$ cat config.mk
export PLATFORM = sky130hd
export DESIGN_NAME = serial_regport_dec
export DESIGN_NICKNAME = d
export VERILOG_FILES = /design/src/rtl/serial_regport_pkg.sv /design/src/rtl/serial_regport_addr.sv /design/src/rtl/serial_regport_ptr.sv /design/src/rtl/serial_regport_regs.sv /design/src/rtl/serial_regport_dec.sv
export SDC_FILE = /design/constraint.sdc
export NUM_CORES = 1
export LEC_CHECK = 0
export CAP_MARGIN = 20
export CORE_ASPECT_RATIO = 1.2
export CORE_MARGIN = 10
export CORE_UTILIZATION = 45
export DETAILED_ROUTE_END_ITERATION = 8
export GPL_TIMING_DRIVEN = 0
export PLACE_DENSITY = 0.8
export SLEW_MARGIN = 20
export SYNTH_ARGS = -nofsm -noshare
export SYNTH_HDL_FRONTEND = slang
export SYNTH_SLANG_ARGS = --single-unit
$ cat constraint.sdc
create_clock -name clk_i -period 3.6 [get_ports clk_i]
set_input_delay 0.72 -clock clk_i [delete_from_list [all_inputs] [get_ports clk_i]]
set_output_delay 0.72 -clock clk_i [all_outputs]
set_load 0.005 [all_outputs]
$ cat src/rtl/serial_regport_pkg.sv
package serial_regport_pkg;
  typedef enum logic [1:0] {PK_NONE, PK_CMD, PK_DATA} port_kind_e;
  localparam int          BYTE_W      = 8;
  localparam logic [7:0]  RR0_A_INIT  = 8'h40;
  localparam int          IDX_PEND    = 3;
  localparam int          IDX_MIR_LO  = 12;
  localparam int          IDX_MIR_HI  = 13;
endpackage

$ cat src/rtl/serial_regport_addr.sv
module serial_regport_addr
  import serial_regport_pkg::*;
#(
  parameter int ADDR_W = 5,
  parameter int DATA_W = 16,
  parameter int NCH    = 2,
  localparam int CH_W  = (NCH > 1) ? $clog2(NCH) : 1
) (
  input  logic              req_i,
  input  logic              we_i,
  input  logic [ADDR_W-1:0] addr_i,
  input  logic [DATA_W-1:0] wdata_i,
  output port_kind_e        kind_o,
  output logic [CH_W-1:0]   chan_o,
  output logic [7:0]        val_o,
  output logic              shift_o
);
  localparam int CHR_W = ADDR_W - 3;

  logic [2:0]       rel;
  logic [CHR_W-1:0] chan_raw;
  logic [7:0]       lo_byte;
  logic             in_range;

  assign lo_byte = we_i ? wdata_i[7:0] : 8'h00;

  always_comb begin
    rel      = addr_i[2:0];
    chan_raw = addr_i[ADDR_W-1:3];
    // legacy alias at top of window
    if (addr_i[3:0] == 4'hF) begin
      chan_raw = '0;
      rel      = (addr_i == ADDR_W'(8'h0F)) ? 3'd1 : 3'd5;
    end
    shift_o = ((rel == 3'd0) || (rel == 3'd4)) && (lo_byte == 8'h00);
    if (shift_o) rel = rel | 3'd1;
    val_o    = shift_o ? wdata_i[15:8] : wdata_i[7:0];
    in_range = (int'(chan_raw) < NCH);
    chan_o   = chan_raw[CH_W-1:0];
    kind_o   = PK_NONE;
    if (req_i && in_range) begin
      if (rel == 3'd1)      kind_o = PK_CMD;
      else if (rel == 3'd5) kind_o = PK_DATA;
    end
  end
endmodule

$ cat src/rtl/serial_regport_ptr.sv
module serial_regport_ptr #(
  parameter int NREG   = 16,
  localparam int IDX_W = $clog2(NREG)
) (
  input  logic             clk_i,
  input  logic             rst_ni,
  input  logic             sel_i,
  input  logic             we_i,
  input  logic [IDX_W-1:0] val_i,
  output logic [IDX_W-1:0] ptr_o,
  output logic             armed_o,
  output logic             reg_we_o
);
  logic [IDX_W-1:0] ptr_q;
  logic             armed_q;

  assign reg_we_o = sel_i && we_i && armed_q;
  assign ptr_o    = ptr_q;
  assign armed_o  = armed_q;

  always_ff @(posedge clk_i or negedge rst_ni) begin
    if (!rst_ni) begin
      ptr_q   <= '0;
      armed_q <= 1'b0;
    end else if (sel_i) begin
      if (we_i && !armed_q) begin
        ptr_q   <= val_i;
        armed_q <= 1'b1;
      end else begin
        ptr_q   <= '0;
        armed_q <= 1'b0;
      end
    end
  end
endmodule

$ cat src/rtl/serial_regport_regs.sv
module serial_regport_regs #(
  parameter int NCH    = 2,
  parameter int NREG   = 16,
  localparam int IDX_W = $clog2(NREG),
  localparam int CH_W  = (NCH > 1) ? $clog2(NCH) : 1
) (
  input  logic                  clk_i,
  input  logic                  rst_ni,
  input  logic                  wr_en_i,
  input  logic [CH_W-1:0]       wr_chan_i,
  input  logic [IDX_W-1:0]      wr_idx_i,
  input  logic [7:0]            wr_val_i,
  input  logic [7:0]            pend_set_i,
  input  logic                  pend_clr_i,
  output logic [7:0]            pend_o,
  output logic [NCH*NREG*8-1:0] wreg_o
);
  logic [7:0] pend_q;

  for (genvar c = 0; c < NCH; c++) begin : g_ch
    for (genvar r = 0; r < NREG; r++) begin : g_reg
      logic [7:0] q;
      logic       hit;
      assign hit = wr_en_i && (int'(wr_chan_i) == c) && (int'(wr_idx_i) == r);
      always_ff @(posedge clk_i or negedge rst_ni) begin
        if (!rst_ni)  q <= 8'h00;
        else if (hit) q <= wr_val_i;
      end
      assign wreg_o[(c*NREG+r)*8 +: 8] = q;
    end
  end

  // set beats clear in the same cycle
  always_ff @(posedge clk_i or negedge rst_ni) begin
    if (!rst_ni) pend_q <= 8'h00;
    else         pend_q <= (pend_clr_i ? 8'h00 : pend_q) | pend_set_i;
  end

  assign pend_o = pend_q;
endmodule

$ cat src/rtl/serial_regport_dec.sv
module serial_regport_dec
  import serial_regport_pkg::*;
#(
  parameter int ADDR_W = 5,
  parameter int DATA_W = 16,
  parameter int NCH    = 2,
  parameter int NREG   = 16,
  localparam int CH_W  = (NCH > 1) ? $clog2(NCH) : 1
) (
  input  logic                  clk_i,
  input  logic                  rst_ni,
  input  logic                  bus_req_i,
  input  logic                  bus_we_i,
  input  logic [ADDR_W-1:0]     bus_addr_i,
  input  logic [DATA_W-1:0]     bus_wdata_i,
  output logic [DATA_W-1:0]     bus_rdata_o,
  input  logic [NCH-1:0]        rx_valid_i,
  input  logic [NCH*8-1:0]      rx_data_i,
  output logic [NCH-1:0]        rx_pop_o,
  output logic                  tx_valid_o,
  output logic [CH_W-1:0]       tx_chan_o,
  output logic [7:0]            tx_data_o,
  input  logic [7:0]            pend_set_i,
  output logic                  irq_o,
  output logic [NCH*NREG*8-1:0] wreg_o
);
  localparam int IDX_W = $clog2(NREG);

  port_kind_e       dec_kind;
  logic [CH_W-1:0]  dec_chan;
  logic [7:0]       dec_val;
  logic             dec_shift;
  logic [IDX_W-1:0] ptr_q [NCH];
  logic [NCH-1:0]   armed_q;
  logic [NCH-1:0]   ch_we;
  logic [IDX_W-1:0] cur_ptr;
  logic             cmd_rd, data_rd, reg_we;
  logic [7:0]       pend;
  logic [7:0]       rr_byte, rd_byte;

  serial_regport_addr #(.ADDR_W(ADDR_W), .DATA_W(DATA_W), .NCH(NCH)) u_addr (
    .req_i   (bus_req_i),
    .we_i    (bus_we_i),
    .addr_i  (bus_addr_i),
    .wdata_i (bus_wdata_i),
    .kind_o  (dec_kind),
    .chan_o  (dec_chan),
    .val_o   (dec_val),
    .shift_o (dec_shift)
  );

  for (genvar c = 0; c < NCH; c++) begin : g_ptr
    logic sel;
    assign sel = (dec_kind == PK_CMD) && (int'(dec_chan) == c);
    serial_regport_ptr #(.NREG(NREG)) u_ptr (
      .clk_i    (clk_i),
      .rst_ni   (rst_ni),
      .sel_i    (sel),
      .we_i     (bus_we_i),
      .val_i    (dec_val[IDX_W-1:0]),
      .ptr_o    (ptr_q[c]),
      .armed_o  (armed_q[c]),
      .reg_we_o (ch_we[c])
    );
  end

  assign cur_ptr = ptr_q[dec_chan];
  assign reg_we  = |ch_we;
  assign cmd_rd  = (dec_kind == PK_CMD)  && !bus_we_i;
  assign data_rd = (dec_kind == PK_DATA) && !bus_we_i;

  serial_regport_regs #(.NCH(NCH), .NREG(NREG)) u_regs (
    .clk_i      (clk_i),
    .rst_ni     (rst_ni),
    .wr_en_i    (reg_we),
    .wr_chan_i  (dec_chan),
    .wr_idx_i   (cur_ptr),
    .wr_val_i   (dec_val),
    .pend_set_i (pend_set_i),
    .pend_clr_i ((cmd_rd && (int'(cur_ptr) == IDX_PEND)) || data_rd),
    .pend_o     (pend),
    .wreg_o     (wreg_o)
  );

  always_comb begin
    rr_byte = 8'h00;
    if (int'(cur_ptr) == 0)               rr_byte = (dec_chan == '0) ? RR0_A_INIT : 8'h00;
    else if (int'(cur_ptr) == IDX_PEND)   rr_byte = (dec_chan == '0) ? pend : 8'h00;
    else if (int'(cur_ptr) == IDX_MIR_LO) rr_byte = wreg_o[(int'(dec_chan)*NREG+IDX_MIR_LO)*8 +: 8];
    else if (int'(cur_ptr) == IDX_MIR_HI) rr_byte = wreg_o[(int'(dec_chan)*NREG+IDX_MIR_HI)*8 +: 8];
  end

  always_comb begin
    rd_byte = 8'h00;
    if (cmd_rd) rd_byte = rr_byte;
    else if (data_rd && rx_valid_i[dec_chan]) rd_byte = rx_data_i[int'(dec_chan)*8 +: 8];
    bus_rdata_o = dec_shift ? (DATA_W'(rd_byte) << 8) : DATA_W'(rd_byte);
  end

  always_comb begin
    rx_pop_o = '0;
    if (data_rd) rx_pop_o[dec_chan] = rx_valid_i[dec_chan];
  end

  assign tx_valid_o = (dec_kind == PK_DATA) && bus_we_i;
  assign tx_chan_o  = dec_chan;
  assign tx_data_o  = dec_val;
  assign irq_o      = |pend;
endmodule

==> results by group <==
Worst setup path
  – Longest individual stage delay on the worst path: 0.53 ns
  – R2R depth: 5
  – Worst reg2reg endpoint: u_regs.g_ch[0].g_reg[0].q[1]
  – Reg2Reg Launch Point: g_ptr[0].u_ptr.ptr_o[1]
  – Chain of cells forming the critical path: dlygate4sd2_1, or4_4, o21ai_4, nand2_4, buf_6, mux2i_4, inv_2, clkbuf_16, dlygate4sd2_1
  – Master of the slowest instance on the critical path: or4_4
  – Critical path class: input port to output pin
  – Data arrival at the endpoint of the critical path: 2.83 ns
  – Type of element capturing the critical path: output pin
  – Crit path top cell by count: dlygate4sd2_1
  – Worst endpoint required time: 2.88 ns
  – Maximum fanout along the worst path: 5
  – Crit path launch type: input port
  – Worst-case register-to-register setup slack: 1.18 ns

Logic synthesis
  – Count of distinct cell types in the synthesized netlist: 58
  – Post-synthesis cell area: 11600 um^2
  – Post-synthesis area per instance: 12.1 um^2
  – Post-synthesis net count: 1010
  – Count of state elements after synthesis: 274
  – Async SR Flop Fraction: 100%
  – Mapped Cells: 959
  – Most used flip-flop cell after synthesis: dfrtp_1
  – Count of flip-flops with a built-in enable after synthesis: 0
  – Fraction of the yosys area taken by sequential cells: 59.1%
  – Synthesis Warnings: 0

Clocking
  – CTS sink count: 274
  – Total clock buffers created by CTS: 27
  – H-tree levels: 1
  – Clock network latency to the later pin of the worst-skew pair: 0.55 ns
  – Buffer levels on the longest clock path: 3
  – Clock transition at the register clock pins on the worst setup and hold paths after CTS: 0.06 ns
  – Root buffer cell: clkbuf_16
  – Clock tree from TritonCTS: yes

Placed design
  – Worst Setup Slack post-DPL: -1.24 ns
  – RD Place Congestion: 0.937
  – Post-Place Cells: 1621
  – Number of I/O port buffers: 330
  – Placed cell area: 15400 um^2
  – Hpwl dp: 29.6 mm

Drt
  – Number of iterations in the first detailed-routing pass: 6
  – Count of routing violations after the opening detailed-route iteration: 665
  – Vias after detailed routing: 9513
  – Vias per inst: 5.62
  – Average wire length per cell after detail routing: 24.5 um
  – Detailed-route wire length: 41.4 mm
  – Count of nets left with antenna violations after detail routing: 0
  – Detailed-route DRC error count: 0

Hold path
  – Hold Path Class: input port to async pin

Power
  – Net load switching power: 1730 uW
  – Fraction of power consumed by the clock network: 43.2%
  – IR drop worst, VDD: 0.392 mV
  – Lkg Pwr: 0.00749 uW
  – Cell Int Power: 5210 uW
  – Share of power burned in registers: 46.1%
  – Gate power share: 10.7%
  – Sw frac: 24.9%
  – Power Dens Cells: 410 nW/um^2

Layout
  – Final Util: 66.5%
  – Final layout net count: 1392
  – Finished Cell Area: 16900 um^2
  – Area delta synth->final: 45.8%
  – Proportion of layout cells with a drive suffix above 1: 24.8%
  – Number of non-filler instances in the completed layout: 1692

STA
  – Final count of negative-setup-slack endpoints: 0
  – Setup TNS after final layout: 0 ns
  – Final worst-path cycle share: 98.7%
  – Number of slew-limit violations in the final report: 0
  – Worst relative slew slack: 50.9%
  – Setup WS post-layout: 0.0468 ns
  – Worst slew pin tran: 0.736 ns
  – Post-layout minimum cycle time: 3.55 ns
  – Highest attainable clock frequency: 0.281 GHz
  – Setup skew after layout: 0.00839 ns
  – Hold Violations, Final: 0

Run status
  – Outcome: complete, no violations

Die
  – DIE AREA: 32600 um^2
  – Die Y-Extent: 196 um
  – Placement Rows: 64
  – Initial standard-cell utilization of the core: 45.6%
  – Die extent in x: 167 um
  – Area of the placeable core: 25500 um^2
  – Ports: 336

Global route
  – GR Layer Usage met1: 27.9%
  – Via count of the first global-routing pass: 9916
  – Global routing met3 resource utilization: 8.20%
  – Total global routing track utilization: 24.3%
  – Global-route wire length before repair: 62.3 mm
  – Number of antenna violations at the first check in global routing: 2
  – GR met2 Demand/Resource: 42.4%
  – Largest net degree at the start of global routing: 102
  – Layer with the highest usage after global routing: met2
  – Global route total overflow: 0

Flow run
  – Max Cap Violations: 0
critical path, delay by kind of cell:
family                 cells  cell delay, ns
buffers and inverters      5            0.98
and+or+nand+nor            2            0.67
muxes                      1            0.20
AOI/OAI and AO/OA          1            0.25
through the flow:
| step | hold slack [ns] | total power [uW] |
|---|---|---|
| 6_report | 0.179 | 6940 |
| 5_1_grt | 0.223 | 7160 |
| 4_1_cts | 0.202 | 6930 |
| 3_5_place_dp | 0.469 | 3890 |
| 3_3_place_gp | 0.460 | 3860 |
| 2_1_floorplan | 0.424 | 3520 |
state kept, by name, indices dropped and copies added (netlist names):
name,flops
g_ptr.u_ptr.armed_o,2
g_ptr.u_ptr.ptr_o,8
u_regs.g_ch.g.q,256
u_regs.pend_o,8
kinds of logic (layout without fill, tap and decap cells):
group           count (synthesis)  in the layout  synth area share (%)
mux                           193            193                  18.8
other cells                     0              1                     0
compound gates                171            171                  9.41
flops                         274            274                  59.1
simple gates                  239            239                  9.86
xor+xnor                        1              1                0.0755
buf+inv                        81            483                  2.78
synthesized netlist by cell type, types with 2 or more instances:
| cell type | count | area, um^2 |
|---|---|---|
| nand2b_1 | 9 | 56.3 |
| a211oi_1 | 5 | 37.5 |
| clkbuf_1 | 58 | 218 |
| or4_1 | 4 | 30.0 |
| nor2_1 | 22 | 82.6 |
| a2bb2oi_1 | 2 | 17.5 |
| mux2_2 | 166 | 1870 |
| a32oi_1 | 4 | 35.0 |
| and2_1 | 2 | 12.5 |
| a2111oi_0 | 11 | 96.3 |
| dfrtp_1 | 274 | 6860 |
| nor3_1 | 2 | 10.0 |
| buf_2 | 9 | 45.0 |
| inv_1 | 9 | 33.8 |
| o21a_1 | 2 | 15.0 |
| a21o_1 | 10 | 75.1 |
| buf_1 | 3 | 11.3 |
| o21ai_0 | 97 | 485 |
| nand2_1 | 129 | 484 |
| o31ai_1 | 14 | 105 |
| a21oi_1 | 3 | 15.0 |
| nand3_1 | 11 | 55.1 |
| nor2b_1 | 8 | 50.1 |
| or2_2 | 3 | 18.8 |
| mux2i_1 | 18 | 180 |
| a31oi_1 | 3 | 18.8 |
| nor4_1 | 4 | 25.0 |
| a222oi_1 | 6 | 60.1 |
| nand4_1 | 27 | 169 |
| mux2_4 | 8 | 120 |
| a21oi_2 | 3 | 26.3 |
| or3_1 | 3 | 18.8 |
| or4_4 | 2 | 22.5 |
| nand4b_1 | 4 | 35.0 |
power by group through the flow:
| stage | registers (uW) | clock network, uW | logic [uW] |
|---|---|---|---|
| after global placement | 3240 | 0 | 626 |
| after CTS | 3190 | 3020 | 718 |
| after global routing | 3210 | 3150 | 798 |
| final | 3200 | 3000 | 745 |
| after floorplan | 3230 | 0 | 295 |
| after detailed placement | 3240 | 0 | 649 |
what timing repair did:
action                     CTS  global route
pin swaps                    9             7
hold buffers                 0             0
buffers inserted            30             5
resized for setup           95            26
setup endpoints to repair   25            20
gates cloned                 0             0
layout make-up:
cell class	count	area, um^2
buffer	57	295
timing repair buffer	367	3660
tap	330	413
fill	1910	8540
inverter	10	60.1
multi-input combinational	604	4690
sequential	274	6860
clock buffer	37	763
antenna	1	2.50
clock inverter	12	175
worst max-delay path by stage:
stage / startpoint / end / slack [ns] / cells past startpoint
2_1_floorplan: bus_addr_i[0] / bus_rdata_o[4] / 0.55 / 8
3_3_place_gp: rst_ni / u_regs.g_ch[0].g_reg[3].q[0] / -9.72 / 1
3_5_place_dp: bus_wdata_i[0] / tx_data_o[5] / -1.24 / 8
4_1_cts: bus_addr_i[0] / bus_rdata_o[4] / -0.03 / 9
5_1_grt: bus_wdata_i[6] / tx_data_o[4] / -0.01 / 9
6_report: bus_wdata_i[6] / tx_data_o[4] / 0.05 / 9
placed cells by master (no fill, tap or decap), types with 5 or more instances in the layout:
cell type	instances
mux2_4	8
clkdlybuf4s50_1	314
dfrtp_1	271
o31ai_1	11
a222oi_1	6
a21o_1	10
nand2b_1	9
dlygate4sd2_1	6
buf_2	11
buf_6	5
buf_4	32
clkbuf_1	40
nand3_1	10
mux2_2	166
o21ai_0	97
a2111oi_0	11
clkbuf_16	28
nand4_1	27
mux2i_1	14
nor2b_1	6
nand2_1	127
clkbuf_8	7
nor2_1	20
per-layer routing:
metal / up-vias / wire, um
met5: - / 19
met4: 2 / 1230
met3: 71 / 3910
met2: 410 / 20500
met1: 4834 / 15800
li1: 4196 / -
Note: power is estimated with default switching activity, not from simulation.
